`src/rtl/bkpt_pkg.sv`:
```
package bkpt_pkg;
  localparam int unsigned IBP_IR_BIT = 0;
  localparam int unsigned IBP_EN_BIT = 1;
  localparam int unsigned IBP_LSB    = 2;
  localparam int unsigned DBP_RD_BIT = 0;
  localparam int unsigned DBP_WR_BIT = 1;
  localparam int unsigned DBP_DR_BIT = 2;
  localparam int unsigned DBP_LSB    = 3;
endpackage

```
`src/rtl/bkpt_spr_reg.sv`:
```
module bkpt_spr_reg #(
  parameter int unsigned DW     = 32,
  parameter int unsigned NW     = 10,
  parameter int unsigned SPR_ID = 0
) (
  input  logic          clk_i,
  input  logic          rst_ni,
  input  logic          we_i,
  input  logic [NW-1:0] num_i,
  input  logic [DW-1:0] wdata_i,
  output logic [DW-1:0] q_o
);
  localparam logic [NW-1:0] ID = NW'(SPR_ID);

  logic sel;
  assign sel = we_i && (num_i == ID);

  always_ff @(posedge clk_i or negedge rst_ni) begin
    if (!rst_ni)  q_o <= '0;
    else if (sel) q_o <= wdata_i;
  end

  // selected write lands on the next edge; others leave it alone
  p_write_taken_r2: assert property (@(posedge clk_i) disable iff (!rst_ni)
    (we_i && num_i == ID) |=> (q_o == $past(wdata_i)));
  p_other_num_r3: assert property (@(posedge clk_i) disable iff (!rst_ni)
    !(we_i && num_i == ID) |=> $stable(q_o));
endmodule

```
`src/rtl/bkpt_iaddr_cmp.sv`:
```
module bkpt_iaddr_cmp
  import bkpt_pkg::*;
#(
  parameter int unsigned AW = 32
) (
  input  logic [AW-1:0] bp_i,
  input  logic          valid_i,
  input  logic [AW-1:0] addr_i,
  input  logic          msr_ir_i,
  output logic          hit_o
);
  localparam logic [AW-1:0] MASK = ~AW'((1 << IBP_LSB) - 1);

  logic addr_eq, mode_eq;
  assign addr_eq = ((addr_i ^ bp_i) & MASK) == '0;
  assign mode_eq = bp_i[IBP_IR_BIT] == msr_ir_i;
  assign hit_o   = valid_i && bp_i[IBP_EN_BIT] && addr_eq && mode_eq;
endmodule

```
`src/rtl/bkpt_daddr_cmp.sv`:
```
module bkpt_daddr_cmp
  import bkpt_pkg::*;
#(
  parameter int unsigned AW = 32
) (
  input  logic [AW-1:0] bp_i,
  input  logic          valid_i,
  input  logic          we_i,
  input  logic [AW-1:0] addr_i,
  input  logic          msr_dr_i,
  output logic          hit_o
);
  localparam logic [AW-1:0] MASK = ~AW'((1 << DBP_LSB) - 1);

  logic addr_eq, mode_eq, dir_en;
  assign addr_eq = ((addr_i ^ bp_i) & MASK) == '0;
  assign mode_eq = bp_i[DBP_DR_BIT] == msr_dr_i;
  assign dir_en  = we_i ? bp_i[DBP_WR_BIT] : bp_i[DBP_RD_BIT];
  assign hit_o   = valid_i && dir_en && addr_eq && mode_eq;
endmodule

```
`src/rtl/addr_bkpt_unit.sv`:
```
module addr_bkpt_unit
  import bkpt_pkg::*;
#(
  parameter int unsigned ADDR_W  = 32,
  parameter int unsigned SPR_NW  = 10,
  parameter int unsigned IBP_NUM = 1010,
  parameter int unsigned DBP_NUM = 1013
) (
  input  logic              clk_i,
  input  logic              rst_ni,
  input  logic              spr_we_i,
  input  logic [SPR_NW-1:0] spr_num_i,
  input  logic [ADDR_W-1:0] spr_wdata_i,
  input  logic              fetch_valid_i,
  input  logic [ADDR_W-1:0] fetch_addr_i,
  input  logic              data_valid_i,
  input  logic              data_we_i,
  input  logic [ADDR_W-1:0] data_addr_i,
  input  logic              msr_ir_i,
  input  logic              msr_dr_i,
  output logic              ibp_hit_o,
  output logic              dbp_hit_o
);
  localparam int unsigned ID_I = IBP_NUM;
  localparam int unsigned ID_D = DBP_NUM;

  logic [ADDR_W-1:0] ibp_q, dbp_q;

  bkpt_spr_reg #(.DW(ADDR_W), .NW(SPR_NW), .SPR_ID(ID_I)) u_ibp_reg (
    .clk_i, .rst_ni, .we_i(spr_we_i), .num_i(spr_num_i),
    .wdata_i(spr_wdata_i), .q_o(ibp_q));

  bkpt_spr_reg #(.DW(ADDR_W), .NW(SPR_NW), .SPR_ID(ID_D)) u_dbp_reg (
    .clk_i, .rst_ni, .we_i(spr_we_i), .num_i(spr_num_i),
    .wdata_i(spr_wdata_i), .q_o(dbp_q));

  bkpt_iaddr_cmp #(.AW(ADDR_W)) u_icmp (
    .bp_i(ibp_q), .valid_i(fetch_valid_i), .addr_i(fetch_addr_i),
    .msr_ir_i, .hit_o(ibp_hit_o));

  bkpt_daddr_cmp #(.AW(ADDR_W)) u_dcmp (
    .bp_i(dbp_q), .valid_i(data_valid_i), .we_i(data_we_i),
    .addr_i(data_addr_i), .msr_dr_i, .hit_o(dbp_hit_o));

  p_ihit_valid_r10: assert property (@(posedge clk_i) disable iff (!rst_ni)
    !fetch_valid_i |-> !ibp_hit_o);
  p_dhit_valid_r10: assert property (@(posedge clk_i) disable iff (!rst_ni)
    !data_valid_i |-> !dbp_hit_o);
  p_ihit_en_r5: assert property (@(posedge clk_i) disable iff (!rst_ni)
    ibp_hit_o |-> ibp_q[IBP_EN_BIT]);
  p_ihit_mode_r6: assert property (@(posedge clk_i) disable iff (!rst_ni)
    ibp_hit_o |-> (ibp_q[IBP_IR_BIT] == msr_ir_i));
  p_ihit_addr_r4: assert property (@(posedge clk_i) disable iff (!rst_ni)
    ibp_hit_o |-> (fetch_addr_i[ADDR_W-1:IBP_LSB] == ibp_q[ADDR_W-1:IBP_LSB]));
  p_dhit_dir_r8: assert property (@(posedge clk_i) disable iff (!rst_ni)
    dbp_hit_o |-> (data_we_i ? dbp_q[DBP_WR_BIT] : dbp_q[DBP_RD_BIT]));
  p_dhit_mode_r9: assert property (@(posedge clk_i) disable iff (!rst_ni)
    dbp_hit_o |-> (dbp_q[DBP_DR_BIT] == msr_dr_i));
  p_dhit_addr_r7: assert property (@(posedge clk_i) disable iff (!rst_ni)
    dbp_hit_o |-> (data_addr_i[ADDR_W-1:DBP_LSB] == dbp_q[ADDR_W-1:DBP_LSB]));
endmodule

```
`config.mk`:
```
export PLATFORM = sky130hd
export DESIGN_NAME = addr_bkpt_unit
export DESIGN_NICKNAME = d
export VERILOG_FILES = /design/src/rtl/bkpt_pkg.sv /design/src/rtl/bkpt_spr_reg.sv /design/src/rtl/bkpt_iaddr_cmp.sv /design/src/rtl/bkpt_daddr_cmp.sv /design/src/rtl/addr_bkpt_unit.sv
export SDC_FILE = /design/constraint.sdc
export NUM_CORES = 1
export LEC_CHECK = 0
export BUFFER_PORTS_ARGS = -buffer_cell sky130_fd_sc_hd__buf_2
export CAP_MARGIN = 20
export CORE_AREA = 5 5 98 77
export DETAILED_ROUTE_END_ITERATION = 12
export DIE_AREA = 0 0 103 82
export HOLD_SLACK_MARGIN = 0.12
export PLACE_DENSITY = 0.79
export RECOVER_POWER = 50
export SLEW_MARGIN = 20
export SYNTH_ARGS = -nofsm -noshare
export SYNTH_HDL_FRONTEND = slang
export SYNTH_SLANG_ARGS = --single-unit
export TNS_END_PERCENT = 20
```
`constraint.sdc`:
```
create_clock -name clk_i -period 2 [get_ports clk_i]
set_input_delay 0.4 -clock clk_i [delete_from_list [all_inputs] [get_ports clk_i]]
set_output_delay 0.4 -clock clk_i [all_outputs]
set_load 0.05 [all_outputs]
```
# [Word-level counts from Yosys, hierarchy flattened]
# Cells that the tools add are included.
# Widths: inputs -> output; s select.
[word_totals] register_bits=64 inputBits=114 output_inout_bits=2 elab_cells=19
[classes] n_eq_ne=4 n_mux=1 n_bitwise=2 n_reduce_logical=10
[ops] operator="$logic_not 32->1" n=2
[ops] operator="$xor 32x32->32" n=2
[ops] operator="$eq 10x10->1 const B" n=2
[ops] operator="$logic_and 1x1->1" n=8
[ops] operator="$eq 1x1->1" n=2
[ops] operator="$mux 1" n=1

# [Depth between registers and ports, before layout]
# Gate-level depths: netlist (run 1).
[depth] word_depth=4 depth_mapped=5

# [By module]
# Synthesis (run 1) repeated with hierarchy kept, for this count alone.
[unflattened] hier_cells=226 hier_area_um2=3193.1
[modules_own_cells] module="bkpt_spr_reg (u_ibp_reg)" instances=1 cells_per_inst=71 area_per_inst_um2=1252.5 seq_area_each_um2=800.8
[modules_own_cells] module="bkpt_spr_reg (u_dbp_reg)" instances=1 cells_per_inst=71 area_per_inst_um2=1249.9 seq_area_each_um2=800.8
[modules_own_cells] module="bkpt_iaddr_cmp" instances=1 cells_per_inst=42 area_per_inst_um2=346.6 seq_area_each_um2=0.0
[modules_own_cells] module="bkpt_daddr_cmp" instances=1 cells_per_inst=42 area_per_inst_um2=344.1 seq_area_each_um2=0.0

# [Worst setup path before layout (run 1)]
# Ideal clock, no wire load.
[synth_path] kind="in2out" from="input fetch_addr_i[17]" to="output ibp_hit_o" arrival_time_ns=2.595 required_time_ns=1.600 slack_ns=-0.995 cell_stages=4 n_path_buf=0 path_cell_list="xnor2_1 nand3_1 or4_1 nor4_1"
[synth_between] elab_chain_len=4
[synth_rtl] element="from (decl)" line_no="addr_bkpt_unit.sv:15" text="input logic [ADDR_W-1:0] fetch_addr_i,"
[synth_rtl] element="$xor 32x32->32" line_no="bkpt_iaddr_cmp.sv:15" text="assign addr_eq = ((addr_i ^ bp_i) & MASK) == '0;"
[synth_rtl] element="$logic_not 32->1" line_no="bkpt_iaddr_cmp.sv:15"
[synth_rtl] element="$logic_and 1x1->1 (2 in series)" line_no="bkpt_iaddr_cmp.sv:17" text="assign hit_o = valid_i && bp_i[IBP_EN_BIT] && addr_eq && mode_eq;"
[synth_rtl] element="to (decl)" line_no="addr_bkpt_unit.sv:21" text="output logic ibp_hit_o,"
# Every way passes these cells.

# [Worst setup path in the final report (run 1)]
[layout_path] from="register u_ibp_reg.q_o[30]" to="output ibp_hit_o"
[layout_between] elab_chain_len=4
[layout_rtl] element="from (decl)" line_no="bkpt_spr_reg.sv:11" text="output logic [DW-1:0] q_o"
[layout_rtl] element="from (signal assigned)" line_no="bkpt_spr_reg.sv:20" text="else if (sel) q_o <= wdata_i;"
[layout_rtl] element="$xor 32x32->32" line_no="bkpt_iaddr_cmp.sv:15"
[layout_rtl] element="$logic_not 32->1" line_no="bkpt_iaddr_cmp.sv:15"
[layout_rtl] element="$logic_and 1x1->1 (2 in series)" line_no="bkpt_iaddr_cmp.sv:17"
# Every way passes these cells.

==> results of run 1 <==
## flip-flops by register name, summed over array words and instances, names as in the netlist
signal         cells
u_dbp_reg.q_o     32
u_ibp_reg.q_o     32
## power by group through the flow
stage	logic [W]	clock network [W]	registers [W]
floorplan	0.0000789	0	0.00135
global placement	0.000250	0	0.00135
finish	0.000258	0.000977	0.00133
global route	0.000287	0.00107	0.00133
CTS	0.000262	0.00100	0.00133
detailed placement	0.000254	0	0.00135
## area by class of cell
| cell class | instances | area share |
|---|---|---|
| tap | 84 | 0.02582 |
| clock inverter | 6 | 0.008607 |
| timing repair buffer | 118 | 0.1599 |
| multi-input combinational | 155 | 0.3784 |
| clock buffer | 10 | 0.03381 |
| sequential | 64 | 0.3935 |
## what timing repair did
action                                  4_1_cts  5_1_grt
hold buffers                                  1        0
hold endpoints to repair                     64        0
pin swaps                                     7        5
setup buffers                                 1        0
endpoints found under the setup margin        2        2
resized for setup                             9        4
## metal layers
layer / vias to the layer above / routed length [um] / part of all wire
met3: 10 / 671 / 0.092
met5: - / 0 / 0
met1: 1023 / 3065 / 0.42
li1: 1048 / - / -
met2: 78 / 3465 / 0.47
met4: 0 / 101 / 0.014
## stage by stage
stage               utilization  cell area, um2  setup slack [ps]
finish                   0.6194            4070            -362.3
global route             0.6194            4070            -491.6
CTS                      0.6171            4055            -396.1
detailed placement       0.5819            3824            -318.1
global placement         0.5819            3824            -319.3
floorplan                     -            3124            -169.0
## cell usage in the layout (no fill, tap or decap), types with 4 or more instances in the layout
cell	n
xor2_1	45
mux2_2	32
dfrtp_1	64
nand4_1	7
xnor2_1	14
mux2_1	32
clkbuf_8	10
nor4_1	5
buf_4	4
buf_2	108
nor4_2	6
clkinv_2	4
## how the worst max path moves through the flow
stage                            from         to  slack (ps)  cells past startpoint
finish              u_ibp_reg.q_o[30]  ibp_hit_o        -360                      5
global route        u_dbp_reg.q_o[31]  dbp_hit_o        -490                      6
CTS                 u_ibp_reg.q_o[17]  ibp_hit_o        -400                      5
detailed placement           msr_ir_i  ibp_hit_o        -320                      6
global placement             msr_ir_i  ibp_hit_o        -320                      6
floorplan            fetch_addr_i[17]  ibp_hit_o        -170                      4
## logic make-up (layout without fill, tap and decap cells)
group,count (synthesis),count (layout),synth area share
mux,65,65,0.2354
flops,64,64,0.5159
xor+xnor,61,61,0.1721
simple gates,29,29,0.06207
buf+inv,6,134,0.01451
==> results.toml, run 1 <==
[synthesis]
avgSynthCellArea_um2 = 13.80
synthTopCellsByArea = "dfrtp_1 52%, xor2_1 13%, mux2_1 12%"
async_reset_ff_frac = 1.000
ys.warnings.count = 0
synth.most_common_cell = "dfrtp_1"
ys.flop_type = "dfrtp_1"
synth_edf_count = 0
synth.top_cell.area_share = 0.5159
yosysSeqAreaShare = 0.5159
yosysUniqueCellTypes = 17
ys_seq_elements = 64
synthTopCellsByCount = "64 x dfrtp_1, 45 x xor2_1, 32 x mux2_1, 32 x mux2_2, 16 x xnor2_1"
netlist_instances = 225
synth_area_um2 = 3104
yosys.area.top_type = "dfrtp_1"
syn_nets = 339

[pwr]
p_int_w = 0.001923
switchingPower_w = 0.0006390
power.density_nw_per_um2 = 629.4
switching_share = 0.2494
p_clk_frac = 0.381
comb_power_share = 0.101
p_leak_nw = 2.224
p_seq_frac = 0.518
vdd_ir_drop_max_mv = 0.5951
power_w = 0.002562

[route]
post-route-drc-count = 0
via_per_inst = 4.941
drt_wl_total_mm = 7.303
drtIter0Drc = 46
dr_total_vias = 2159
wl_per_cell_um = 16.71
detail_route.first_pass.iterations = 3
ant_nets = 0

[global_route]
grt_max_degree = 65
use_met1 = 0.2308
grt_use_met2 = 0.2913
top_usage_layer = "met2"
grt_pass1_wl_mm = 11.47
grt_pass1_vias = 2334
grt_overflow_total = 0
use_met3 = 0.08574
antenna_found_initial = 0
grt_usage = 0.1857

[sta]
hold-worst-slack_ps = 290.8
setup_violations = 2
skew_ps = 0
finalSetupTns_ps = -712.2
finalHoldViolCount = 0
min_period_ps = 2362
tightest_slew_ps = 868.5
setup_slack_ps = -362.3
fin_crit_sh = 1.181
fmax_mhz = 423.3
slew-limit-headroom = 0.4210
slew_violations = 0
rsz0062_at_grt = "true"

[clock_network]
h-tree-depth = 3
clk-insertion-delay-late_ps = 330
clk_pin_slew_worst_paths_ps = 70
cts_root_buffer = "clkbuf_8"
cts_made_buffers = 9
cts_buffer_depth = 2
tritoncts = "done"
cts.sinks = 64

[die]
start_util = 0.4724
core_um2 = 6571
die_width_um = 103
die_h_um = 82
io_pins = 116
row_count = 26
dieArea_um2 = 8446

[outcome]
status = "finished with violations"
violations = "negative setup slack"

[worst_setup_path]
cp_max_fo = 2
crit_buf_inv = 1
worstPathArrival_ps = 1960
rr_startpoint = "u_ibp_reg.q_o[17]"
r2r-end = "u_ibp_reg.q_o[17]"
crit_slowest_cell = "dfrtp_1"
cp.required_ps = 1600
cp_top_family = "simple AND/OR/NAND/NOR gates"
path_cells = "xor2_1 > nor4_2 > nand4_1 > nor4_4 > buf_6"
cp-start-kind = "flip-flop"
reg2reg_slack_ps = 1090
setup.worst_path.end_class = "primary output"
cpPeakStageDelay_ps = 390
path_class = "reg -> out"
r2r_cells = 2

[placed_design]
gp_congestion = 0.7665
dp_cells = 419
hpwl_mm = 5.621
numPortBuffers = 110

[flow_run]
maxCapViolCount = 0

[hold_path]
holdCritStartpoint = "spr_wdata_i[23]"
hold_path.class = "in -> reg"
whs_endpoint = "u_dbp_reg.q_o[23]"
holdPathStages = 2

[final_layout]
final_nets = 462
areaGrowthSynthToFinish_pct = 31.12
seqCellArea_um2 = 1602
multi_input_area_um2 = 1540
drive_gt1_frac = 0.5042
nFillCells = 549
n_antenna_cell = 0
final-instance-count-excl-fill = 437
Note: power is estimated with default switching activity, not from simulation.
==> run 2, diff against run 1 <==
--- a/config.mk
+++ b/config.mk
@@ -5,13 +5,14 @@
 export SDC_FILE = /design/constraint.sdc
 export NUM_CORES = 1
 export LEC_CHECK = 0
+export ABC_AREA = 1
 export BUFFER_PORTS_ARGS = -buffer_cell sky130_fd_sc_hd__buf_2
 export CAP_MARGIN = 20
-export CORE_AREA = 5 5 98 77
+export CORE_AREA = 5 5 111 87
 export DETAILED_ROUTE_END_ITERATION = 12
-export DIE_AREA = 0 0 103 82
+export DIE_AREA = 0 0 116 92
 export HOLD_SLACK_MARGIN = 0.12
-export PLACE_DENSITY = 0.79
+export PLACE_DENSITY = 0.76
 export RECOVER_POWER = 50
 export SLEW_MARGIN = 20
 export SYNTH_ARGS = -nofsm -noshare
==> run 2 against run 1 <==
- the run now ends clean
- area after synthesis rose by 32%
- sequential share of layout area fell by 8.4 points
- largest cell class is now multi-input combinational cells
- setup slack improved by 380 ps
==> results.toml, run 2 <==
[final_layout]
drive_gt1_frac = 0.3426
final_cell_mix = "198 x nand2_1, 133 x inv_1, 108 x buf_2, 64 x nor2_1, 63 x dfrtp_1"
finalCoreUtilization = 0.6201
reg_top3 = "u_dbp_reg.q_o (32), u_ibp_reg.q_o (32)"
final_nets = 831
n_antenna_cell = 0
stdcell_area_um2 = 5175
areaGrowthSynthToFinish_pct = 26.60
final-instance-count-excl-fill = 829
final_common_cell = "nand2_1"

[worst_setup_path]
crit_slowest_cell = "dfrtp_1"
cp.required_ps = 1600
cp-start-kind = "flip-flop"
cp_top_family = "simple AND/OR/NAND/NOR gates"
crit_buf_inv = 1
critPathMostFrequentCell = "nor2_2"
cp_max_fo = 3
cpPeakStageDelay_ps = 400
path_class = "reg -> out"
setup.worst_path.end_class = "primary output"
path_cells = "nor2_1 > nor2_1 > nor2_2 > nand2_1 > nor2_2 > nand2_1 > nor2_2 > buf_6"
worstPathArrival_ps = 1580

[sta]
setup_violations = 0
finalHoldViolCount = 0
rsz0062_at_grt = "true"
hold-worst-slack_ps = 346.4
fmax_mhz = 505.5
tightest_slew_ps = 906.4
slew_violations = 0
skew_ps = 0
min_period_ps = 1978
fin_crit_sh = 0.9891
slew-limit-headroom = 0.3957

[route]
ant_nets = 0
drtIter0Drc = 196
via_per_inst = 4.469
dr_total_vias = 3705
drt_wl_total_mm = 10.41
detail_route.first_pass.iterations = 4
post-route-drc-count = 0
wl_per_cell_um = 12.56

[die]
core_um2 = 8346
io_pins = 116
dieArea_um2 = 10670
start_util = 0.4898
row_count = 29
die_width_um = 116
die_h_um = 92

[pwr]
p_leak_nw = 2.960
p_clk_frac = 0.492
switchingPower_w = 0.0007731
power.density_nw_per_um2 = 640.8
comb_power_share = 0.107
switching_share = 0.2332
p_seq_frac = 0.402
p_int_w = 0.002543
power_w = 0.003316
vdd_ir_drop_max_mv = 0.3862

[synthesis]
synth.most_common_cell = "nand2_1"
avgSynthCellArea_um2 = 6.917
yosysUniqueCellTypes = 14
synth_edf_count = 0
syn_nets = 705
async_reset_ff_frac = 1.000
synthTopCellsByCount = "199 x nand2_1, 133 x inv_1, 76 x nor2_1"
ys.warnings.count = 0
ys_seq_elements = 64
synth.top_cell.area_share = 0.3918
netlist_instances = 591
yosysSeqAreaShare = 0.3918
synthTopCellsByArea = "dfrtp_1 39%, nand2_1 18%, inv_1 12%"
yosys.area.top_type = "dfrtp_1"
ys.flop_type = "dfrtp_1"
synth_area_um2 = 4088

[clock_network]
cts_root_buffer = "clkbuf_16"
clk-insertion-delay-late_ps = 320
cts_made_buffers = 9
cts_buffer_depth = 2
h-tree-depth = 3
tritoncts = "done"
cts.sinks = 64
clk_pin_slew_worst_paths_ps = 50

[global_route]
grt_max_degree = 65
grt_pass1_wl_mm = 16.78
antenna_found_initial = 0
grt_overflow_total = 0
grt_usage = 0.2018
grt_pass1_vias = 3673

[hold_path]
hold_path.class = "in -> reg"

[placed_design]
numPortBuffers = 110
hpwl_mm = 8.184
dp_cells = 804
place_area_um2 = 4753
gp_congestion = 0.8205

[flow_run]
maxCapViolCount = 0

[outcome]
status = "finished, final reports clean"
run 2: cell count changes after synthesis, moves of 7 or more:
cell / before / now
buf_6: 0 / 12
inv_1: 0 / 133
mux2_1: 32 / 0
mux2_2: 32 / 0
nand2_1: 2 / 199
nand2_2: 0 / 28
nand4_1: 7 / 0
nor2_1: 1 / 76
nor4_1: 12 / 0
o21ai_0: 0 / 7
o21ai_1: 0 / 7
o21ai_2: 0 / 57
xnor2_1: 16 / 0
xor2_1: 45 / 0
run 2: metal layers:
metal,vias to the layer above,GRT usage,wire length (um)
li1,1972,-,-
met1,1633,0.2621,4632
met2,92,0.3281,4936
met3,8,0.05592,736
met4,0,0.06184,104
met5,-,0,0
run 2: path summary, 6_finish.rpt:
kind	slack [ps]	start	end	depth (start not counted)
setup / recovery	20	u_dbp_reg.q_o[18]	dbp_hit_o	8
hold / removal	350	spr_wdata_i[30]	u_dbp_reg.q_o[30]	3
setup reg to reg	1240	u_dbp_reg.q_o[6]	u_dbp_reg.q_o[6]	3
hold reg to reg	490	u_dbp_reg.q_o[1]	u_dbp_reg.q_o[1]	2
max in group asynchronous	520	rst_ni	u_ibp_reg.q_o[11]	3
min in group asynchronous	850	rst_ni	u_dbp_reg.q_o[31]	3
run 2: kinds of logic (layout without fill, tap and decap cells):
family / count (synthesis) / in the layout / synth area share
AOI/OAI and AO/OA: 71 / 71 / 0.1393
DFF: 64 / 64 / 0.3918
buffers and inverters: 147 / 277 / 0.1570
and+or+nand+nor: 309 / 309 / 0.3119
run 2: area by class of cell:
cell class | instances | area, um2
fill | 775 | 3171
timing repair buffer | 127 | 743.2
multi-input combinational | 380 | 1877
clock buffer | 9 | 225.2
tap | 108 | 135.1
inverter | 135 | 506.7
clock inverter | 6 | 85.08
sequential | 64 | 1603
run 2: power by group through the flow:
| stage | clock network (W) | logic [W] | registers [W] |
|---|---|---|---|
| final | 0.00163 | 0.000354 | 0.00133 |
| after global routing | 0.00171 | 0.000404 | 0.00133 |
| after CTS | 0.00166 | 0.000353 | 0.00133 |
| after detailed placement | 0 | 0.000347 | 0.00135 |
| after global placement | 0 | 0.000338 | 0.00135 |
| after floorplan | 0 | 0.000157 | 0.00135 |
run 2: what timing repair did:
action / in CTS / in global routing
gates resized for setup: 9 / 11
pin swaps: 2 / 18
setup endpoints to repair: 2 / 2
setup buffers: 3 / 6
hold buffers: 1 / 0
endpoints found under the hold margin: 64 / 0
run 2: tightest hold or removal path: cells and delay by family:
kind / cells / cell delay (ps)
buffers and inverters: 2 / 170
AO/OA/AOI/OAI: 1 / 60
run 2: metrics by stage:
| step | setup WS, ps | setup TNS (ps) |
|---|---|---|
| floorplan | 156.4 | 0 |
| global placement | 149.7 | 0 |
| detailed placement | 156.0 | 0 |
| CTS | 3.381 | 0 |
| global route | -69.37 | -117.0 |
| finish | 21.72 | 0 |
==> run 3, diff against run 2 <==
--- a/config.mk
+++ b/config.mk
@@ -8,11 +8,11 @@
 export ABC_AREA = 1
 export BUFFER_PORTS_ARGS = -buffer_cell sky130_fd_sc_hd__buf_2
 export CAP_MARGIN = 20
-export CORE_AREA = 5 5 111 87
+export CORE_AREA = 5 5 106 83
 export DETAILED_ROUTE_END_ITERATION = 12
-export DIE_AREA = 0 0 116 92
+export DIE_AREA = 0 0 111 88
 export HOLD_SLACK_MARGIN = 0.12
-export PLACE_DENSITY = 0.76
+export PLACE_DENSITY = 0.82
 export RECOVER_POWER = 50
 export SLEW_MARGIN = 20
 export SYNTH_ARGS = -nofsm -noshare
==> constraint.sdc (replaced) <==
create_clock -name clk_i -period 2.3 [get_ports clk_i]
set_input_delay 0.46 -clock clk_i [delete_from_list [all_inputs] [get_ports clk_i]]
set_output_delay 0.46 -clock clk_i [all_outputs]
set_load 0.05 [all_outputs]
==> run 3 against run 2 <==
- the run now ends with max-capacitance violations, max-slew violations left
- final cell count fell by 1.8%
- count of clock-buffer cells in the layout rose by 2
- die area fell by 8.5%
- via count fell by 0.81%
- sequential power fell by 13%
- final area fell by 5.7%
- total power fell by 28%
- non-clock buffer count fell by 13
- critical path type unchanged
- highest routed layer is now met5
==> results.toml, run 3 (synthesized netlist as in run 2, its figures left out) <==
[sta]
tightest_slew_ps = 1714
fin_crit_sh = 0.9401
skew_ps = 0
slew_violations = 31
rsz0062_at_grt = "false"
setup_violations = 0
min_period_ps = 2162
finalHoldViolCount = 0
slew-limit-headroom = -0.1428
finalSetupTns_ps = 0
fmax_mhz = 462.5

[global_route]
grt_usage = 0.2143
grt_pass1_wl_mm = 16.62
antenna_found_initial = 2
grt_max_degree = 41
grt_pass1_vias = 3622
grt_overflow_total = 0

[worst_setup_path]
reg2reg_slack_ps = 1550
path_class = "reg -> out"
setup.worst_path.end_class = "primary output"
cp.required_ps = 1840
cp-start-kind = "flip-flop"
cp_max_fo = 3
r2r-end = "u_ibp_reg.q_o[2]"
worstPathArrival_ps = 1700
r2r_cells = 2
rr_startpoint = "u_ibp_reg.q_o[2]"

[route]
wl_per_cell_um = 12.33
dr_total_vias = 3675
drtIter0Drc = 201
via_per_inst = 4.515
detail_route.first_pass.iterations = 4
drt_wl_total_mm = 10.03
ant_nets = 0
post-route-drc-count = 0

[flow_run]
maxCapViolCount = 1

[placed_design]
hpwl_mm = 8.125
numPortBuffers = 110
gp_congestion = 0.8571

[pwr]
power.density_nw_per_um2 = 490.1
vdd_ir_drop_max_mv = 0.3246
p_leak_nw = 2.833

[final_layout]
reg_top3 = "u_dbp_reg.q_o (32), u_ibp_reg.q_o (32)"
final_cell_mix = "199 x nand2_1, 133 x inv_1, 107 x buf_2, 74 x nor2_1, 64 x dfrtp_1"
finalCoreUtilization = 0.6358
drive_gt1_frac = 0.3107
final_nets = 818
final_common_cell = "nand2_1"
areaGrowthSynthToFinish_pct = 19.35
nFillCells = 709

[hold_path]
holdCritStartpoint = "spr_wdata_i[29]"
holdPathStages = 3
hold_path.class = "in -> reg"
whs_endpoint = "u_dbp_reg.q_o[29]"

[clock_network]
cts.sinks = 64
cts_buffer_depth = 2
tritoncts = "done"
clk-insertion-delay-late_ps = 330
cts_made_buffers = 9
clk_pin_slew_worst_paths_ps = 70
postCtsHoldBufs = 0
cts_setup_buffers = 0
cts_resized = 0
cts_root_buffer = "clkbuf_8"
h-tree-depth = 3

[die]
die_h_um = 88
dieArea_um2 = 9768
row_count = 28
die_width_um = 111
core_um2 = 7672
io_pins = 116
start_util = 0.5328

[outcome]
status = "finished with violations"
violations = "max-capacitance violations, max-slew violations"
==> run 3: metrics by stage <==
| stage | setup WS (ps) | hold slack (ps) | total power, W | cells | area (um2) |
|---|---|---|---|---|---|
| 6_report | 137.8 | 388.2 | 0.002391 | 814 | 4878 |
| 5_1_grt | 6.373 | 379.4 | 0.002514 | 813 | 4876 |
| 4_1_cts | 54.19 | 192.6 | 0.002426 | 813 | 4888 |
| 3_5_place_dp | 274.8 | 476.5 | 0.001478 | 798 | 4702 |
| 3_3_place_gp | 301.1 | 465.0 | 0.001466 | 798 | 4702 |
| 2_1_floorplan | 336.4 | 164.4 | 0.001310 | 591 | 4088 |
==> run 3: cell type report <==
class / instances / area [um2] / share of cell area
Timing Repair Buffer: 114 / 613.1 / 0.1257
Antenna cell: 1 / 2.502 / 0.0005130
Multi-Input combinational cell: 380 / 1837 / 0.3765
Inverter: 135 / 506.7 / 0.1039
Clock buffer: 11 / 141.4 / 0.02898
Tap cell: 105 / 131.4 / 0.02693
Clock inverter: 4 / 45.04 / 0.009233
Sequential cell: 64 / 1602 / 0.3283
==> run 3: critical path, stage by stage (launching register included) <==
cell and delay (ps):
dfrtp_1 410, nor2_1 120, nor2_1 60, nor2_1 140
nand2_1 80, nor2_1 120, nand2_1 80, nor2_1 150
buf_4 230
==> run 3: worst max-delay path by stage <==
stage                            from                 to  slack, ps  cells past startpoint
finish              u_dbp_reg.q_o[15]          dbp_hit_o        140                      8
CTS                 u_dbp_reg.q_o[15]          dbp_hit_o         50                      8
global placement     fetch_addr_i[29]          ibp_hit_o        300                      9
detailed placement   fetch_addr_i[30]          ibp_hit_o        270                     10
floorplan                    msr_dr_i          dbp_hit_o        340                      8
global route                   rst_ni  u_ibp_reg.q_o[13]          6                      2
==> run 3: metal layers <==
layer	global-route usage	wire, um	vias to the layer above
met5	0	14	-
met4	0.04586	91	4
met3	0.06492	578	12
met2	0.3590	4804	84
met1	0.2789	4545	1624
li1	-	-	1951
==> run 3: where the power goes <==
part           internal (W)  leakage [nW]  switching, W  total (W)
clock              0.000519        0.0990      0.000420   0.000939
combinational      0.000124          1.84      0.000171   0.000295
sequential          0.00114         0.892     0.0000145    0.00116
total               0.00179          2.83      0.000605    0.00239
